===== src/rtl/pt_pkg.sv =====
package pt_pkg;

    typedef enum logic [1:0] {
        ST_FILL  = 2'd0,
        ST_ARMED = 2'd1,
        ST_HOLD  = 2'd2
    } trig_state_e;

    function automatic int sum_width(input int sample_w, input int len);
        return sample_w + $clog2(len + 1);
    endfunction

endpackage


===== src/rtl/pt_window.sv =====
module pt_window #(
    parameter int SAMPLE_W = 12,
    parameter int LEN      = 25,
    parameter int SUM_W    = pt_pkg::sum_width(SAMPLE_W, LEN)
) (
    input  logic                clk,
    input  logic                rst,
    input  logic [SAMPLE_W-1:0] smp_in,
    output logic [SAMPLE_W-1:0] tap_first,
    output logic [SAMPLE_W-1:0] tap_second,
    output logic [SUM_W-1:0]    area
);
    logic [SAMPLE_W-1:0] tap_q [LEN];
    logic [SUM_W-1:0]    acc_q;

    always_ff @(posedge clk) begin
        if (rst) begin
            for (int i = 0; i < LEN; i++) tap_q[i] <= '0;
            acc_q <= '0;
        end else begin
            tap_q[0] <= smp_in;
            for (int i = 1; i < LEN; i++) tap_q[i] <= tap_q[i-1];
            acc_q <= acc_q + SUM_W'(smp_in) - SUM_W'(tap_q[LEN-1]);
        end
    end

    assign tap_first  = tap_q[LEN-1];
    assign tap_second = tap_q[LEN-2];
    assign area       = acc_q;
endmodule


===== src/rtl/pt_pack.sv =====
module pt_pack #(
    parameter int SAMPLE_W = 12,
    parameter int SUM_W    = 17,
    parameter int FIELD_W  = 16
) (
    input  logic [SAMPLE_W-1:0]  first_smp,
    input  logic [SUM_W-1:0]     area,
    output logic [2*FIELD_W-1:0] word
);
    logic [FIELD_W-1:0] area_f;

    generate
        if (SUM_W > FIELD_W) begin : g_sat
            always_comb begin
                if (area > SUM_W'({FIELD_W{1'b1}})) area_f = '1;
                else                                area_f = area[FIELD_W-1:0];
            end
        end else begin : g_fit
            assign area_f = FIELD_W'(area);
        end
    endgenerate

    assign word = {area_f, FIELD_W'(first_smp)};
endmodule


===== src/rtl/pulse_trigger.sv =====
module pulse_trigger #(
    parameter int SAMPLE_W = 12,
    parameter int LEN      = 25,
    parameter int FIELD_W  = 16
) (
    input  logic                 clk,
    input  logic                 rst,
    input  logic [SAMPLE_W-1:0]  smp_in,
    input  logic [SAMPLE_W-1:0]  thr_first,
    input  logic [SAMPLE_W-1:0]  thr_second,
    output logic                 ev_valid,
    input  logic                 ev_ready,
    output logic [2*FIELD_W-1:0] ev_data,
    output logic                 ev_overflow
);
    import pt_pkg::*;

    localparam int SUM_W = sum_width(SAMPLE_W, LEN);
    localparam int CNT_W = $clog2(LEN);

    logic [SAMPLE_W-1:0]  tap_first, tap_second;
    logic [SUM_W-1:0]     area;
    logic [2*FIELD_W-1:0] packed_word;

    trig_state_e state_q, state_d;
    logic [CNT_W-1:0] cnt_q, cnt_d;
    logic hit;

    pt_window #(.SAMPLE_W(SAMPLE_W), .LEN(LEN), .SUM_W(SUM_W)) u_window (
        .clk(clk), .rst(rst), .smp_in(smp_in),
        .tap_first(tap_first), .tap_second(tap_second), .area(area)
    );

    pt_pack #(.SAMPLE_W(SAMPLE_W), .SUM_W(SUM_W), .FIELD_W(FIELD_W)) u_pack (
        .first_smp(tap_first), .area(area), .word(packed_word)
    );

    assign hit = (state_q == ST_ARMED) &&
                 (tap_first >= thr_first) && (tap_second >= thr_second);

    // next-state logic
    always_comb begin
        state_d = state_q;
        cnt_d   = cnt_q;
        unique case (state_q)
            ST_FILL: begin
                if (cnt_q == CNT_W'(LEN - 1)) begin
                    state_d = ST_ARMED;
                    cnt_d   = '0;
                end else begin
                    cnt_d = cnt_q + 1'b1;
                end
            end
            ST_ARMED: begin
                if (hit) begin
                    state_d = ST_HOLD;
                    cnt_d   = CNT_W'(LEN - 2);
                end
            end
            ST_HOLD: begin
                if (cnt_q == '0) state_d = ST_ARMED;
                else             cnt_d   = cnt_q - 1'b1;
            end
            default: begin
                state_d = ST_FILL;
                cnt_d   = '0;
            end
        endcase
    end

    // state register
    always_ff @(posedge clk) begin
        if (rst) begin
            state_q <= ST_FILL;
            cnt_q   <= '0;
        end else begin
            state_q <= state_d;
            cnt_q   <= cnt_d;
        end
    end

    // output register
    always_ff @(posedge clk) begin
        if (rst) begin
            ev_valid    <= 1'b0;
            ev_data     <= '0;
            ev_overflow <= 1'b0;
        end else begin
            if (hit && ev_valid && !ev_ready) ev_overflow <= 1'b1;
            if (hit && (!ev_valid || ev_ready)) begin
                ev_valid <= 1'b1;
                ev_data  <= packed_word;
            end else if (ev_ready) begin
                ev_valid <= 1'b0;
            end
        end
    end
endmodule


===== config.mk =====
export PLATFORM = sky130hd
export DESIGN_NAME = pulse_trigger
export DESIGN_NICKNAME = d
export VERILOG_FILES = /design/src/rtl/pt_pkg.sv /design/src/rtl/pt_window.sv /design/src/rtl/pt_pack.sv /design/src/rtl/pulse_trigger.sv
export SDC_FILE = /design/constraint.sdc
export NUM_CORES = 1
export LEC_CHECK = 0
export ABC_AREA = 1
export BUFFER_PORTS_ARGS = -buffer_cell sky130_fd_sc_hd__buf_2
export CAP_MARGIN = 0
export CORE_MARGIN = 2
export CORE_UTILIZATION = 25
export CTS_CLUSTER_SIZE = 20
export DETAILED_ROUTE_END_ITERATION = 10
export PLACE_DENSITY = 0.47
export SLEW_MARGIN = 0
export SYNTH_ARGS = -nofsm -noshare
export SYNTH_HDL_FRONTEND = slang
export SYNTH_SLANG_ARGS = --single-unit

===== constraint.sdc =====
create_clock -name clk -period 6.99 [get_ports clk]
set_input_delay 1.398 -clock clk [delete_from_list [all_inputs] [get_ports clk]]
set_output_delay 1.398 -clock clk [all_outputs]
set_load 0.01 [all_outputs]

# Word level (Yosys, flattened, before mapping)
# Memory sizes are Yosys's and may differ from the RTL's.
# Cells that the tools add are included.
# Widths: inputs -> output; s select.
[word_totals] ff_bits=54 mem_bits_rw=300 inputBits=39 wordCells=98 mem_count=1
[op_classes] n_addsub=4 order_cmp=3 n_eq_ne=7 n_mux=39 bitwise=25 reduce_logical=13
[memory_table] memory="u_window.tap_q" depth=25 word_bits=12 read_ports=25 rd_clocked_by_memory_dff=0 wr=25 line_no="pt_window.sv:13" text="logic [SAMPLE_W-1:0] tap_q [LEN];"
[op_table] cell="$mux 12" count=25
[op_table] cell="$or 1x1->1" count=25
[op_table] cell="$ge 12x12->1" count=2
[op_table] cell="$add 17x12->17" count=1
[op_table] cell="$gt 17x16->1 const B" count=1
[op_table] cell="$sub 17x12->17" count=1
[op_table] cell="$mux 16" count=1
[op_table] cell="$mux 5" count=3
[op_table] cell="$pmux 5 s3" count=1
[op_table] cell="$ne 2x2->1 const B" count=4
[op_table] cell="$mux 2" count=3
[op_table] cell="$pmux 2 s3" count=1
[op_table] cell="$add 5x1->5 const B" count=1
[op_table] cell="$eq 5x5->1 const B" count=1
[op_table] cell="$logic_and 1x1->1" count=5
[op_table] cell="$logic_not 5->1" count=1
[op_table] cell="$mux 1" count=5
[op_table] cell="$sub 5x1->5 const B" count=1
[op_table] cell="$reduce_and 3->1" count=1
[op_table] cell="$eq 2x1->1 const B" count=1
[op_table] cell="$eq 2x2->1 const B" count=1
[op_table] cell="$logic_not 1->1" count=2
[op_table] cell="$logic_not 2->1" count=1
[op_table] cell="$reduce_and 2->1" count=1
[op_table] cell="2 further kinds" count=2

# Depth between registers and ports, before layout
# An unclocked memory read counts as a cell.
[logic_depth] ltp_word=6 ltp_mapped=16 ltp_nobuf=15

# Cells and area by module
# Synthesis repeated with hierarchy kept, for this count alone.
[unflattened] hier_cells=1683 area_unflattened_um2=13137.6
[modules_own_cells] mod="pt_window" n_inst=1 cells_per_inst=1229 area_per_inst_um2=10304.9 seq_area_each_um2=6346.1
[modules_own_cells] mod="pulse_trigger" n_inst=1 cells_per_inst=403 area_per_inst_um2=2573.7 seq_area_each_um2=820.8
[modules_own_cells] mod="pt_pack" n_inst=1 cells_per_inst=51 area_per_inst_um2=259.0 seq_area_each_um2=0.0

# Worst setup path after synthesis
# OpenSTA, ideal clock, no wires.
[synth_path] kind="input to register" from="input port smp_in[1]" to="register u_window.acc_q[14], in the netlist u_window.area[14]" setup_ns=0.115 t_arrival_ns=3.252 t_required_ns=6.875 path_slack_ns=3.623 cell_stages=14 n_path_buf=0 cell_sequence="inv_1 > fa_1 > inv_1 > fa_1 > nand2_1 > nand3_1 > o21ai_0 > o21ai_0 > nand2_1 > nand2_1 > nand2_1 > nand3_1 > nand2_1 > nor2_1"
[synth_between] elab_chain_len=2
[synth_rtl] item="start: declaration" line_no="pulse_trigger.sv:8" text="input logic [SAMPLE_W-1:0] smp_in,"
[synth_rtl] item="$add 17x12->17" line_no="pt_window.sv:23" text="acc_q <= acc_q + SUM_W'(smp_in) - SUM_W'(tap_q[LEN-1]);"
[synth_rtl] item="$sub 17x12->17" line_no="pt_window.sv:23"
[synth_rtl] item="end signal: assignment" line_no="pt_window.sv:23"
[synth_rtl] item="end: declaration" line_no="pt_window.sv:14" text="logic [SUM_W-1:0] acc_q;"
# No other way between the ends.
# A chain may end at the register's enable or synchronous reset.

# Worst setup path after layout
# Same ends and word-level chain as after synthesis.

==> results.md <==
Outcome:
- The flow ran to the end, and the final reports show no timing, DRC or antenna violations.

Setup path:
- For the worst setup path, the data required time is 7400 ps.
- The critical path is of the input pin to register type.
- For the worst setup path, the data arrival time is 3620 ps.
- The worst flop-to-flop path startpoint is u_window.area[1].
- STA classifies the critical path startpoint as an input pin.
- The start point of the critical path is smp_in[1].
- STA classifies the critical path endpoint as a register.
- The largest fanout on the critical path is 4.

CTS:
- The number of H-tree levels is 2.
- The buffer depth of the longest clock path is 3.
- The clock root buffer is sky130_fd_sc_hd__clkbuf_16.
- The number of buffers added for setup after CTS is 0.
- The total CTS buffers is 36.
- The clock transition at the registers of the reported paths is 60 ps.
- The clock latency of the later-clocked register in the worst-skew pair is 520 ps.
- The TritonCTS clock tree is built.
- The cts-stage hold buffer count is 0.
- The number of cells upsized or downsized after cts is 0.
- Clock tree synthesis found a total of 354 sinks.

Final layout:
- The diode insertion count for antenna repair is 0.
- Leaving out fill and tap cells, the most frequent cells in the layout are 423 x sky130_fd_sc_hd__inv_1, 418 x sky130_fd_sc_hd__nor2_1, 354 x sky130_fd_sc_hd__dfxtp_1, 138 x sky130_fd_sc_hd__nand2_1, 67 x sky130_fd_sc_hd__buf_2.
- The most common cell after layout, fill and taps aside is sky130_fd_sc_hd__inv_1.
- Counting the fill cells in the layout gives 5,254.
- The area growth from synthesis to layout is 17.6%.
- The net count of the finished layout is 1,715.
- The area occupied by multi-input gates is 0.00358 mm2.
- Summing all flip-flop and latch instances after layout gives 0.00709 mm2.
- The layout cell share with drive strength beyond 1 is 8.30%.

Placement:
- The post-DP HPWL is 14,100 um.
- The final estimated routing congestion in global placement is 0.827.
- Port buffering added 68 buffers.

Pwr:
- Cell internal power was estimated by the tool at 3520 uW.
- The power density of the placed cells is 324 mW/mm2.
- Of the total power, the share spent switching nets is 26.1%.
- The total design power is 4760 uW.
- In this run, the combinational gates consume 14.0% of the power.
- For this design the static power due to leakage is 0.00640 uW.
- VDD sags by at most 0.135 mV.
- The fraction of power consumed by sequential logic is 44.5%.
- The power dissipated by switching net loads is 1240 uW.
- The share of total power in the clock network is 41.5%.

Timing:
- Subtracting the final worst setup slack from the clock period gives 3210 ps.
- Setup violations remaining at the end of the flow were counted as 0.
- The fmax is 312 MHz.
- The final count of hold timing violations is 0.
- For the final routed database, the setup TNS stands at 0 ps.
- Setup repair after global routing left no endpoint under its margin.
- Dividing the final minimum period by the clock period gives 45.9%.
- The relative slew slack is 30.5%.
- The max-slew violation total from the final report came to 0.
- The clock arrives with 22.2 ps of skew.
- The transition time at the pin with the least slew margin is 1040 ps.

Worst hold path:
- The worst hold path class is register to register.
- The worst hold path begins at u_window.tap_q[2][23].

Die:
- The top-level I/O count is 73.
- For this configuration, the core starts out at a cell density of 25.4%.
- The area of the die is 0.0518 mm2.
- The die boundary height is 228 um.
- The total number of placement rows is 81.
- After floorplanning, the core was sized to cover 0.0492 mm2.
- The floorplan die width is 228 um.

Synth:
- The number of warnings issued by yosys is 0.
- The synthesized design contains 354 register bits.
- The sequential share of the synthesized area is 56.7%.
- The number of distinct library cells after synthesis is 33.
- The cell area that synthesis handed to floorplanning was 0.0125 mm2.
- The number of instances in the synthesized netlist is 1,555.
- Dividing the synthesized area by the synthesized cell count gives 8.03 um2.

Global routing:
- The via count of the first global-routing pass is 8,133.
- The initial antenna violation count came to 0.
- The largest net degree at the start of global routing is 110.
- The aggregate global routing overflow is 0.
- Global routing used 8.87% of the available tracks across all layers.
- The first global-routing pass estimated 37,700 um of wire.

Route:
- The pre-antenna-repair detailed-routing pass consisted of 4 iterations.
- In the routed layout, each cell is associated on average with a via count of 3.61.
- The average wire per standard cell is 9.34 um.
- The number of nets still failing antenna checks after routing is 0.
- In this run, the number of DRC markers left after iteration 0 of detailed routing was 359.
- In the routed design, unresolved DRC markers number 0.
- For this block, the via count after detailed routing is 8,304.
- After detailed routing, the total wire length is 21,500 um.

Job:
- The tool flagged a number of max-cap violations equal to 0.
-- cells by family after synthesis --
logic type      after synthesis  share of synthesized area, %
buf+inv                     475                          14.7
xor+xnor                      6                         0.421
other cells                   1                        0.0300
compound gates               63                          2.82
fa+ha+maj                    60                          6.73
flops                       354                          56.7
simple gates                596                          18.5
-- cell type report --
| cell class | instances | share of cell area, % |
|---|---|---|
| multi-input cells | 729 | 24.4 |
| inverters | 423 | 10.8 |
| clock buffers | 45 | 6.84 |
| repair buffers | 72 | 2.59 |
| flip-flops and latches | 354 | 48.2 |
| clock inverters | 15 | 1.49 |
| well taps | 664 | 5.66 |
-- per-layer routing --
metal / GRT usage, % / share of wire [%]
met1: 10.8 / 48
met2: 15.1 / 45
met3: 2.34 / 5.1
met4: 2.99 / 2.5
met5: 0 / 0
-- critical path, cell delays in order --
cell                      delay [ps]
sky130_fd_sc_hd__buf_2            90
sky130_fd_sc_hd__inv_1            60
sky130_fd_sc_hd__fa_1            510
sky130_fd_sc_hd__inv_1            70
sky130_fd_sc_hd__fa_1            440
sky130_fd_sc_hd__nand2_1          90
sky130_fd_sc_hd__nand3_1          70
sky130_fd_sc_hd__o21ai_0         180
sky130_fd_sc_hd__o21ai_0         270
sky130_fd_sc_hd__nand2_1         110
sky130_fd_sc_hd__nand2_1          80
sky130_fd_sc_hd__nand2_1         100
sky130_fd_sc_hd__nand3_1          70
sky130_fd_sc_hd__nand2_1          70
sky130_fd_sc_hd__nor2_1           40
-- final timing paths --
check | to | slack [ps] | cells past startpoint
worst min-delay path | u_window.tap_q[2][35] | 390 | 2
worst max-delay path | u_window.area[14] | 3780 | 15
worst min register to register | u_window.tap_q[2][35] | 390 | 2
worst max register to register | u_window.area[14] | 4350 | 14
-- registers in the layout (all words and copies together) (netlist names) --
signal          flops
ev_valid            1
cnt_q               5
u_window.area      17
ev_data            28
ev_overflow         1
u_window.tap_q    300
state_q             2
-- synthesized netlist by cell type (all sizes together) --
master,instances,area [um2]
a21boi,1,7.51
nand2,139,524
nand3b,2,15.0
o21bai,3,22.5
nand3,24,133
ha,48,601
clkbuf,38,143
o22ai,1,6.26
nor3,8,40.0
a21oi,33,165
buf,14,108
xor2,4,35.0
conb,1,3.75
a31oi,1,6.26
o31ai,1,7.51
o21a,1,7.51
o21ai,16,83.8
nand4,3,18.8
xnor2,2,17.5
nor2,420,1590
fa,12,240
inv,423,1590
dfxtp,354,7090
a31o,1,8.76
a21o,5,37.5
-- stage by stage --
| stage | hold WS, ps | std cells | util [%] | cell area, um2 | setup slack [ps] |
|---|---|---|---|---|---|
| 6_report | 390 | 2302 | 29.9 | 14700 | 3780 |
| 5_1_grt | 408 | 2302 | 29.9 | 14700 | 3540 |
| 4_1_cts | 393 | 2302 | 29.9 | 14700 | 3810 |
| 3_5_place_dp | 392 | 2242 | 27.4 | 13500 | 3260 |
| 3_3_place_gp | 389 | 2242 | 27.4 | 13500 | 3270 |
| 2_1_floorplan | 388 | 1558 | - | 12500 | 3620 |
-- power by group through the flow --
stage / clock network, uW / registers (uW) / logic, uW
after CTS: 2050 / 2120 / 675
after global routing: 2140 / 2120 / 787
after global placement: 0 / 2160 / 664
after floorplan: 0 / 2140 / 533
after detailed placement: 0 / 2160 / 667
final: 1970 / 2120 / 666
Power figures use the tool's default switching activity.
